File: src/rtl/evdma_pkg.sv
package evdma_pkg;
  localparam int NUM_CH = 4;
  localparam int CH_W   = $clog2(NUM_CH);
  localparam int STRIDE = 12;
  localparam int REG_AW = $clog2(NUM_CH * STRIDE);

  // control word bit positions (decoded by software, so fixed)
  localparam int B_DADJ = 5;
  localparam int B_SADJ = 7;
  localparam int B_RPT  = 9;
  localparam int B_WORD = 10;
  localparam int B_TIM  = 12;
  localparam int B_IRQ  = 14;
  localparam int B_EN   = 15;

  typedef struct packed {
    logic [CH_W-1:0] chan;
    logic            capture;
    logic            latch;
    logic            step;
    logic            finish;
  } strobe_t;
endpackage

File: src/rtl/evdma_path.sv
module evdma_path
  import evdma_pkg::*;
#(
  parameter int ADDR_W = 32,
  parameter int DATA_W = 32,
  parameter int WC_W   = 16
) (
  input  logic              clk,
  input  logic              rstN,
  input  logic              regWe,
  input  logic [REG_AW-1:0] regAddr,
  input  logic [15:0]       regWdata,
  output logic [15:0]       regRdata,
  input  strobe_t           strb,
  input  logic [DATA_W-1:0] memRdata,
  output logic [ADDR_W-1:0] srcCur,
  output logic [ADDR_W-1:0] dstCur,
  output logic [DATA_W-1:0] memWdata,
  output logic [WC_W-1:0]   wcCur,
  output logic              wordCur,
  output logic              irqEnCur,
  output logic              srcAdjErr,
  output logic [NUM_CH-1:0] immVec,
  output logic [NUM_CH-1:0] vbVec,
  output logic [NUM_CH-1:0] hbVec
);
  logic [ADDR_W-1:0] srcR [NUM_CH];
  logic [ADDR_W-1:0] dstR [NUM_CH];
  logic [WC_W-1:0]   wcR  [NUM_CH];
  logic [15:0]       ctlR [NUM_CH];
  logic [ADDR_W-1:0] dstRld;
  logic [DATA_W-1:0] dataR;

  logic            selHit, wrEn;
  logic [CH_W-1:0] selChan;
  logic [3:0]      selSub;

  function automatic logic [ADDR_W-1:0] adjAddr(input logic [ADDR_W-1:0] a,
      input logic [1:0] code, input logic word, input logic isDst);
    logic [ADDR_W-1:0] unit;
    unit = word ? ADDR_W'(4) : ADDR_W'(2);
    case (code)
      2'd0:    return a + unit;
      2'd1:    return a - unit;
      2'd2:    return a;
      default: return isDst ? a + unit : a;
    endcase
  endfunction

  always_comb begin
    selHit = 1'b0; selChan = '0; selSub = '0;
    for (int i = 0; i < NUM_CH; i++) begin
      if (int'(regAddr) >= i * STRIDE && int'(regAddr) < (i + 1) * STRIDE) begin
        selHit  = 1'b1;
        selChan = CH_W'(i);
        selSub  = 4'(int'(regAddr) - i * STRIDE);
      end
    end
  end
  assign wrEn = regWe && selHit;

  always_comb begin
    regRdata = '0;
    if (selHit) begin
      case (selSub)
        4'd0:  regRdata = srcR[selChan][15:0];
        4'd2:  regRdata = srcR[selChan][ADDR_W-1:16];
        4'd4:  regRdata = dstR[selChan][15:0];
        4'd6:  regRdata = dstR[selChan][ADDR_W-1:16];
        4'd8:  regRdata = wcR[selChan];
        4'd10: regRdata = ctlR[selChan];
        default: regRdata = '0;
      endcase
    end
  end

  always_comb begin
    immVec = '0;
    for (int i = 0; i < NUM_CH; i++) begin
      vbVec[i] = ctlR[i][B_EN] && ctlR[i][B_TIM+:2] == 2'd1;
      hbVec[i] = ctlR[i][B_EN] && ctlR[i][B_TIM+:2] == 2'd2;
    end
    if (wrEn && selSub == 4'd10 && regWdata[B_EN] && regWdata[B_TIM+:2] == 2'd0)
      immVec[selChan] = 1'b1;
  end

  always_ff @(posedge clk or negedge rstN) begin
    if (!rstN) begin
      for (int i = 0; i < NUM_CH; i++) begin
        srcR[i] <= '0; dstR[i] <= '0; wcR[i] <= '0; ctlR[i] <= '0;
      end
      dstRld <= '0;
      dataR  <= '0;
    end else begin
      for (int i = 0; i < NUM_CH; i++) begin
        if (wrEn && selChan == CH_W'(i)) begin
          case (selSub)
            4'd0:  srcR[i][15:0]        <= regWdata;
            4'd2:  srcR[i][ADDR_W-1:16] <= regWdata[ADDR_W-17:0];
            4'd4:  dstR[i][15:0]        <= regWdata;
            4'd6:  dstR[i][ADDR_W-1:16] <= regWdata[ADDR_W-17:0];
            4'd8:  wcR[i]               <= WC_W'(regWdata);
            4'd10: ctlR[i]              <= regWdata;
            default: ;
          endcase
        end
        if (strb.step && strb.chan == CH_W'(i)) begin
          srcR[i] <= adjAddr(srcR[i], ctlR[i][B_SADJ+:2], ctlR[i][B_WORD], 1'b0);
          dstR[i] <= adjAddr(dstR[i], ctlR[i][B_DADJ+:2], ctlR[i][B_WORD], 1'b1);
        end
        if (strb.finish && strb.chan == CH_W'(i)) begin
          if (ctlR[i][B_RPT]) begin
            if (ctlR[i][B_DADJ+:2] == 2'd3) dstR[i] <= dstRld;
          end else begin
            ctlR[i][B_EN] <= 1'b0;
          end
        end
      end
      if (strb.capture) dstRld <= dstR[strb.chan];
      if (strb.latch)   dataR  <= memRdata;
    end
  end

  assign srcCur    = srcR[strb.chan];
  assign dstCur    = dstR[strb.chan];
  assign wcCur     = wcR[strb.chan];
  assign wordCur   = ctlR[strb.chan][B_WORD];
  assign irqEnCur  = ctlR[strb.chan][B_IRQ];
  assign memWdata  = dataR;
  assign srcAdjErr = strb.step && ctlR[strb.chan][B_SADJ+:2] == 2'd3;

  // an illegal source code leaves the source address where it was
  a_r8_src_held: assert property (@(posedge clk) disable iff (!rstN)
    srcAdjErr |=> srcCur == $past(srcCur));
  // a block without repeat leaves its channel disabled
  a_r10_enable_cleared: assert property (@(posedge clk) disable iff (!rstN)
    (strb.finish && !ctlR[strb.chan][B_RPT] && !regWe) |=> !ctlR[strb.chan][B_EN]);
  // a high-half source write keeps the low half
  a_r2_half_kept: assert property (@(posedge clk) disable iff (!rstN)
    (wrEn && selSub == 4'd2 && !strb.step) |=>
      srcR[$past(selChan)][15:0] == $past(srcR[selChan][15:0]));
endmodule

File: src/rtl/evdma_seq.sv
module evdma_seq
  import evdma_pkg::*;
#(
  parameter int WC_W = 16
) (
  input  logic              clk,
  input  logic              rstN,
  input  logic [NUM_CH-1:0] immVec,
  input  logic [NUM_CH-1:0] vbVec,
  input  logic [NUM_CH-1:0] hbVec,
  input  logic              vblankPulse,
  input  logic              hblankPulse,
  input  logic              memAck,
  input  logic [WC_W-1:0]   wcCur,
  input  logic              irqEnCur,
  output strobe_t           strb,
  output logic              memRd,
  output logic              memWr,
  output logic [NUM_CH-1:0] irq,
  output logic              cpuStall
);
  typedef enum logic [2:0] {S_IDLE, S_LOAD, S_RD, S_WT, S_WR, S_DONE} state_e;

  state_e            state;
  logic [CH_W-1:0]   chanR;
  logic [WC_W-1:0]   cnt;
  logic [CH_W-1:0]   qSlot [NUM_CH];
  logic [CH_W-1:0]   qNext [NUM_CH];
  logic [CH_W:0]     qCnt, cntNext;
  logic [NUM_CH-1:0] pend, pendNext, reqVec;
  logic              pop;

  assign reqVec = immVec | (vblankPulse ? vbVec : '0) | (hblankPulse ? hbVec : '0);
  assign pop    = state == S_IDLE && qCnt != '0;

  always_comb begin
    qNext   = qSlot;
    cntNext = qCnt;
    pendNext = pend;
    if (state == S_DONE) pendNext[chanR] = 1'b0;
    if (pop) begin
      for (int i = 0; i < NUM_CH - 1; i++) qNext[i] = qSlot[i + 1];
      cntNext = qCnt - (CH_W + 1)'(1);
    end
    for (int i = 0; i < NUM_CH; i++) begin
      if (reqVec[i] && !pend[i] && cntNext < (CH_W + 1)'(NUM_CH)) begin
        qNext[cntNext[CH_W-1:0]] = CH_W'(i);
        cntNext     = cntNext + (CH_W + 1)'(1);
        pendNext[i] = 1'b1;
      end
    end
  end

  always_ff @(posedge clk or negedge rstN) begin
    if (!rstN) begin
      state <= S_IDLE; chanR <= '0; cnt <= '0; qCnt <= '0; pend <= '0;
      for (int i = 0; i < NUM_CH; i++) qSlot[i] <= '0;
    end else begin
      qSlot <= qNext;
      qCnt  <= cntNext;
      pend  <= pendNext;
      case (state)
        S_IDLE: if (pop) begin chanR <= qSlot[0]; state <= S_LOAD; end
        S_LOAD: begin cnt <= wcCur; state <= (wcCur == '0) ? S_DONE : S_RD; end
        S_RD:   state <= S_WT;
        S_WT:   if (memAck) state <= S_WR;
        S_WR:   begin
          cnt   <= cnt - WC_W'(1);
          state <= (cnt == WC_W'(1)) ? S_DONE : S_RD;
        end
        default: state <= S_IDLE;
      endcase
    end
  end

  always_comb begin
    strb.chan    = chanR;
    strb.capture = state == S_LOAD;
    strb.latch   = state == S_WT && memAck;
    strb.step    = state == S_WR;
    strb.finish  = state == S_DONE;
    irq          = '0;
    if (state == S_DONE && irqEnCur) irq[chanR] = 1'b1;
  end
  assign memRd    = state == S_RD;
  assign memWr    = state == S_WR;
  assign cpuStall = state != S_IDLE || qCnt != '0;

  // a write is always preceded by an acknowledged read
  a_r6_write_after_ack: assert property (@(posedge clk) disable iff (!rstN)
    memWr |-> $past(memAck));
  a_r6_rd_wr_apart: assert property (@(posedge clk) disable iff (!rstN)
    !(memRd && memWr));
  // at most one channel interrupts at a time
  a_r9_irq_onehot: assert property (@(posedge clk) disable iff (!rstN)
    $onehot0(irq));
  // bus activity only while the processor is held
  a_r11_stall_covers_bus: assert property (@(posedge clk) disable iff (!rstN)
    (memRd || memWr) |-> cpuStall);
  // queue never holds more than one entry per channel
  a_r12_queue_bound: assert property (@(posedge clk) disable iff (!rstN)
    $countones(pend) >= int'(qCnt));
endmodule

File: src/rtl/evdma_top.sv
module evdma_top
  import evdma_pkg::*;
(
  input  logic        clk,
  input  logic        rstN,
  input  logic        regWe,
  input  logic [5:0]  regAddr,
  input  logic [15:0] regWdata,
  output logic [15:0] regRdata,
  input  logic        vblankPulse,
  input  logic        hblankPulse,
  output logic        memRd,
  output logic        memWr,
  output logic        memWord,
  output logic [31:0] memAddr,
  output logic [31:0] memWdata,
  input  logic [31:0] memRdata,
  input  logic        memAck,
  output logic [3:0]  irq,
  output logic        cpuStall,
  output logic        srcAdjErr
);
  strobe_t           strb;
  logic [31:0]       srcCur, dstCur;
  logic [15:0]       wcCur;
  logic              irqEnCur;
  logic [NUM_CH-1:0] immVec, vbVec, hbVec;

  evdma_path #(.ADDR_W(32), .DATA_W(32), .WC_W(16)) uPath (
    .clk(clk), .rstN(rstN), .regWe(regWe), .regAddr(regAddr),
    .regWdata(regWdata), .regRdata(regRdata), .strb(strb),
    .memRdata(memRdata), .srcCur(srcCur), .dstCur(dstCur),
    .memWdata(memWdata), .wcCur(wcCur), .wordCur(memWord),
    .irqEnCur(irqEnCur), .srcAdjErr(srcAdjErr),
    .immVec(immVec), .vbVec(vbVec), .hbVec(hbVec));

  evdma_seq #(.WC_W(16)) uSeq (
    .clk(clk), .rstN(rstN), .immVec(immVec), .vbVec(vbVec), .hbVec(hbVec),
    .vblankPulse(vblankPulse), .hblankPulse(hblankPulse), .memAck(memAck),
    .wcCur(wcCur), .irqEnCur(irqEnCur), .strb(strb), .memRd(memRd),
    .memWr(memWr), .irq(irq), .cpuStall(cpuStall));

  assign memAddr = memWr ? dstCur : srcCur;
endmodule

File: config.mk
export PLATFORM = sky130hd
export DESIGN_NAME = evdma_top
export DESIGN_NICKNAME = d
export VERILOG_FILES = /design/src/rtl/evdma_pkg.sv /design/src/rtl/evdma_path.sv /design/src/rtl/evdma_seq.sv /design/src/rtl/evdma_top.sv
export SDC_FILE = /design/constraint.sdc
export NUM_CORES = 2
export LEC_CHECK = 0
export BUFFER_PORTS_ARGS = -buffer_cell sky130_fd_sc_hd__buf_4
export CAP_MARGIN = 20
export CORE_ASPECT_RATIO = 1.25
export CORE_MARGIN = 3
export CORE_UTILIZATION = 40
export DETAILED_ROUTE_END_ITERATION = 8
export PLACE_DENSITY = 0.6
export SETUP_SLACK_MARGIN = 0.4
export SYNTH_ARGS = -nofsm -noshare
export SYNTH_HDL_FRONTEND = slang
export SYNTH_SLANG_ARGS = --single-unit
File: constraint.sdc
create_clock -name clk -period 6.4 [get_ports clk]
set_input_delay 1.28 -clock clk [delete_from_list [all_inputs] [get_ports clk]]
set_output_delay 1.28 -clock clk [all_outputs]
set_load 0.02 [all_outputs]
==> impl_metrics.tcl <==
set metrics [dict create \
    outcome "finished clean" \
    crit_type "primary input to output port" \
    rsz0062_at_grt "no" \
    synthFlopType "dfrtp_1" \
    worstRegToRegCells 13 \
    antenna_found_initial 1 \
    async_reset_ff_share_pct 100 \
    synthSimpleGateAreaFrac_pct 17.9 \
    fp.dieH_um 357 \
    synthesis.nets 5035 \
    whs_ps 479 \
    ys_ff_latch 484 \
    cp-start-kind "primary input" \
    crit_path_end_kind "output port" \
    synth.top_cells.by_area "dfrtp_1, ha_1, nand2_1" \
    placed_cells 5965 \
    worstSetupStartpoint "regAddr[3]" \
    powerDensity_nw_per_um2 489 \
    vias 39800 \
    preCtsSetupSlack_ps 379 \
    rows 128 \
    synth-xor-area-share_pct 4.22 \
    cts_buffer_depth 3 \
    netlist_area_um2 39500 \
    crit_path_max_fanout 16 \
    worst_slew_pin_slew_ps 1170 \
    vias_per_cell 6.56 \
    slew_violations 0 \
    clockRootBuffer "clkbuf_16" \
    holdBufCountCts 0 \
    synth_seq_area_share_pct 30.6 \
    first_iter_violations 5131 \
    start_util_pct 40.5 \
    cts.reportedPaths.clkPinSlew_ps 60 \
    numClockSinks 484 \
    max_slew_margin_pct 21.9 \
    max_cap_violations 0 \
    drt-pass1-iter-count 9 \
    netlist_instances 4708 \
    yosysMostFrequentCell "nand2_1" \
    wl_per_cell_um 29.0 \
    dp_hpwl_mm 128 \
    synth_top_family_by_area "compound AO/OA/AOI/OAI gates" \
    syn_to_final_growth_pct 11.5 \
    synth_top_cell_by_area "dfrtp_1" \
    skew_ps 26.1 \
    fin_nets 5049 \
    crit_arrival_ps 4660 \
    finalCriticalPeriod_ps 5940 \
    grt_overflow 0 \
    yosys-top-cells-count "nand2_1, dfrtp_1, a21oi_1, nor2_1, ha_1" \
    r2r-end "uPath.dstR[63]$_DFF_PN0_" \
    critPathRequiredTime_ps 5120 \
    ios 149 \
    grtUsageTotal_pct 33.2 \
    grt_pass1_wl_mm 253 \
    synth.area.mux_share_pct 10.7 \
    io_buffer_count 148 \
    die_w_um 287 \
    ys_warn_count 0 \
    grt_max_degree 123 \
    hold_viol 0 \
    die-area_um2 103000 \
    layout_setup_ws_ps 464 \
    peakVddDrop_mv 0.278 \
    fmax_ghz 0.168 \
    crit_end "regRdata[12]" \
    r2r_start "uPath.ctlR[21]$_DFFE_PN0P_" \
    min_path_cells 1 \
    synthAdderAreaFrac_pct 8.45 \
    wirelength_mm 176 \
    fillCellCount 9776 \
    place_congestion 1.04 \
    period_share_pct 92.7 \
    ant_nets 0 \
    synth-compound-area-share_pct 24.6 \
    cts_max_level 2 \
    layout-drive-gt1-share_pct 13.8 \
    cts_tree "yes" \
    post_cts_buffers 0 \
    leakagePower_uw 0.0192 \
    yosysTopAreaCellShare_pct 30.6 \
    hp-class "flip-flop to flip-flop" \
    synth_cell_types 89 \
    synth_edf_count 0 \
    coreArea_um2 97700 \
    grt_pass1_vias 37200 \
    drc 0 \
    final_cells 6070 \
    numCtsBuffers 55 \
    syn-mean-instance-area_um2 8.40 \
    setup_viol 0 \
    final.setup.tns_ps 0 \
    clkLatencyLatePin_ps 670 \
    regToRegSetupSlack_ps 1350 \
]
[worst min path at each step]
stage,startpoint,to
floorplan,uSeq.pend[3]$_DFFE_PN0P_,uSeq.pend[3]$_DFFE_PN0P_
global placement,uSeq.pend[3]$_DFFE_PN0P_,uSeq.pend[3]$_DFFE_PN0P_
detailed placement,uSeq.pend[3]$_DFFE_PN0P_,uSeq.pend[3]$_DFFE_PN0P_
CTS,uSeq.pend[3]$_DFFE_PN0P_,uSeq.pend[3]$_DFFE_PN0P_
global route,uSeq.pend[3]$_DFFE_PN0P_,uSeq.pend[3]$_DFFE_PN0P_
finish,uSeq.pend[3]$_DFFE_PN0P_,uSeq.pend[3]$_DFFE_PN0P_
[critical path, stage by stage]
cell      delay, ps
buf_4           130
inv_1            90
ha_1            140
or3b_1          450
a311oi_4        410
nor2_2          100
or2_2           350
or3_2           650
o22ai_1         370
a221oi_1        110
a21oi_1         340
buf_4           210
[placed cells by master (no fill, tap or decap), types with 43 or more instances in the layout]
cell type	count
xnor2_1	120
o21ai_0	262
o221ai_1	64
a21oi_1	416
nand3_1	77
a21o_1	114
inv_1	81
mux2_2	168
a221oi_1	80
nand2_1	793
dfrtp_1	482
o22ai_1	89
xor2_1	65
nor2_1	384
ha_1	267
mux2i_1	48
mux4_2	81
a31oi_1	101
buf_4	226
o21a_1	43
nor2b_1	43
clkbuf_16	56
nor3_1	50
nand2b_1	52
[cells by family after synthesis]
family | Yosys count
xor gates and xnor gates | 188
muxes | 299
adders and majority gates | 267
buffers and inverters | 361
and+or+nand+nor | 1614
DFF | 484
AOI/OAI and AO/OA | 1495
[power breakdown]
| group | switching [uW] | total, uW | internal [uW] |
|---|---|---|---|
| Sequential | 2630 | 6820 | 4180 |
| Combinational | 6490 | 11200 | 4720 |
| Clock | 1500 | 3530 | 2040 |
| Total | 10600 | 21600 | 10900 |
[repair_timing]
item	CTS	global route
endpoints found under the setup margin	0	8
hold endpoints to repair	0	0
gates resized for setup	0	7
[area by class of cell]
| cell class | count | area (um^2) | area share [%] |
|---|---|---|---|
| clock inverters | 24 | 334 | 0.758 |
| diodes | 5 | 12.5 | 0.0284 |
| inverters | 83 | 312 | 0.707 |
| multi-input cells | 3863 | 26200 | 59.4 |
| clock buffers | 76 | 1640 | 3.71 |
| well taps | 1300 | 1630 | 3.69 |
| repair buffers | 235 | 1870 | 4.25 |
| flip-flops and latches | 484 | 12100 | 27.5 |
[per-stage QoR]
| step | util (%) | instance area (um^2) | total power [uW] |
|---|---|---|---|
| 5_1_grt | 45.1 | 44100 | 22600 |
| 6_report | 45.1 | 44100 | 21600 |
| 3_5_place_dp | 43.1 | 42100 | 17600 |
| 3_3_place_gp | 43.1 | 42100 | 17400 |
| 2_1_floorplan | - | 39500 | 13200 |
| 4_1_cts | 45.1 | 44000 | 21100 |
[routing by layer]
layer | part of all wire, % | vias up | global-route usage, %
met4 | 7.7 | 0 | 20.9
met3 | 12 | 623 | 8.30
met2 | 42 | 2318 | 49.6
li1 | - | 17500 | -
met1 | 38 | 19400 | 42.9
met5 | 0 | - | 0
[sequential cells by signal (all words and copies together) (netlist names)]
name	cells
uSeq.cnt	16
uSeq.pend	4
uPath.wcR	64
uSeq.chanR	2
uPath.dstR	128
uSeq.qCnt	3
uPath.dstRld	32
uSeq.qSlot	8
uPath.memWdata	32
uPath.srcR	128
uSeq.state	3
uPath.ctlR	64
No activity file was read; power rests on OpenSTA's default activity.
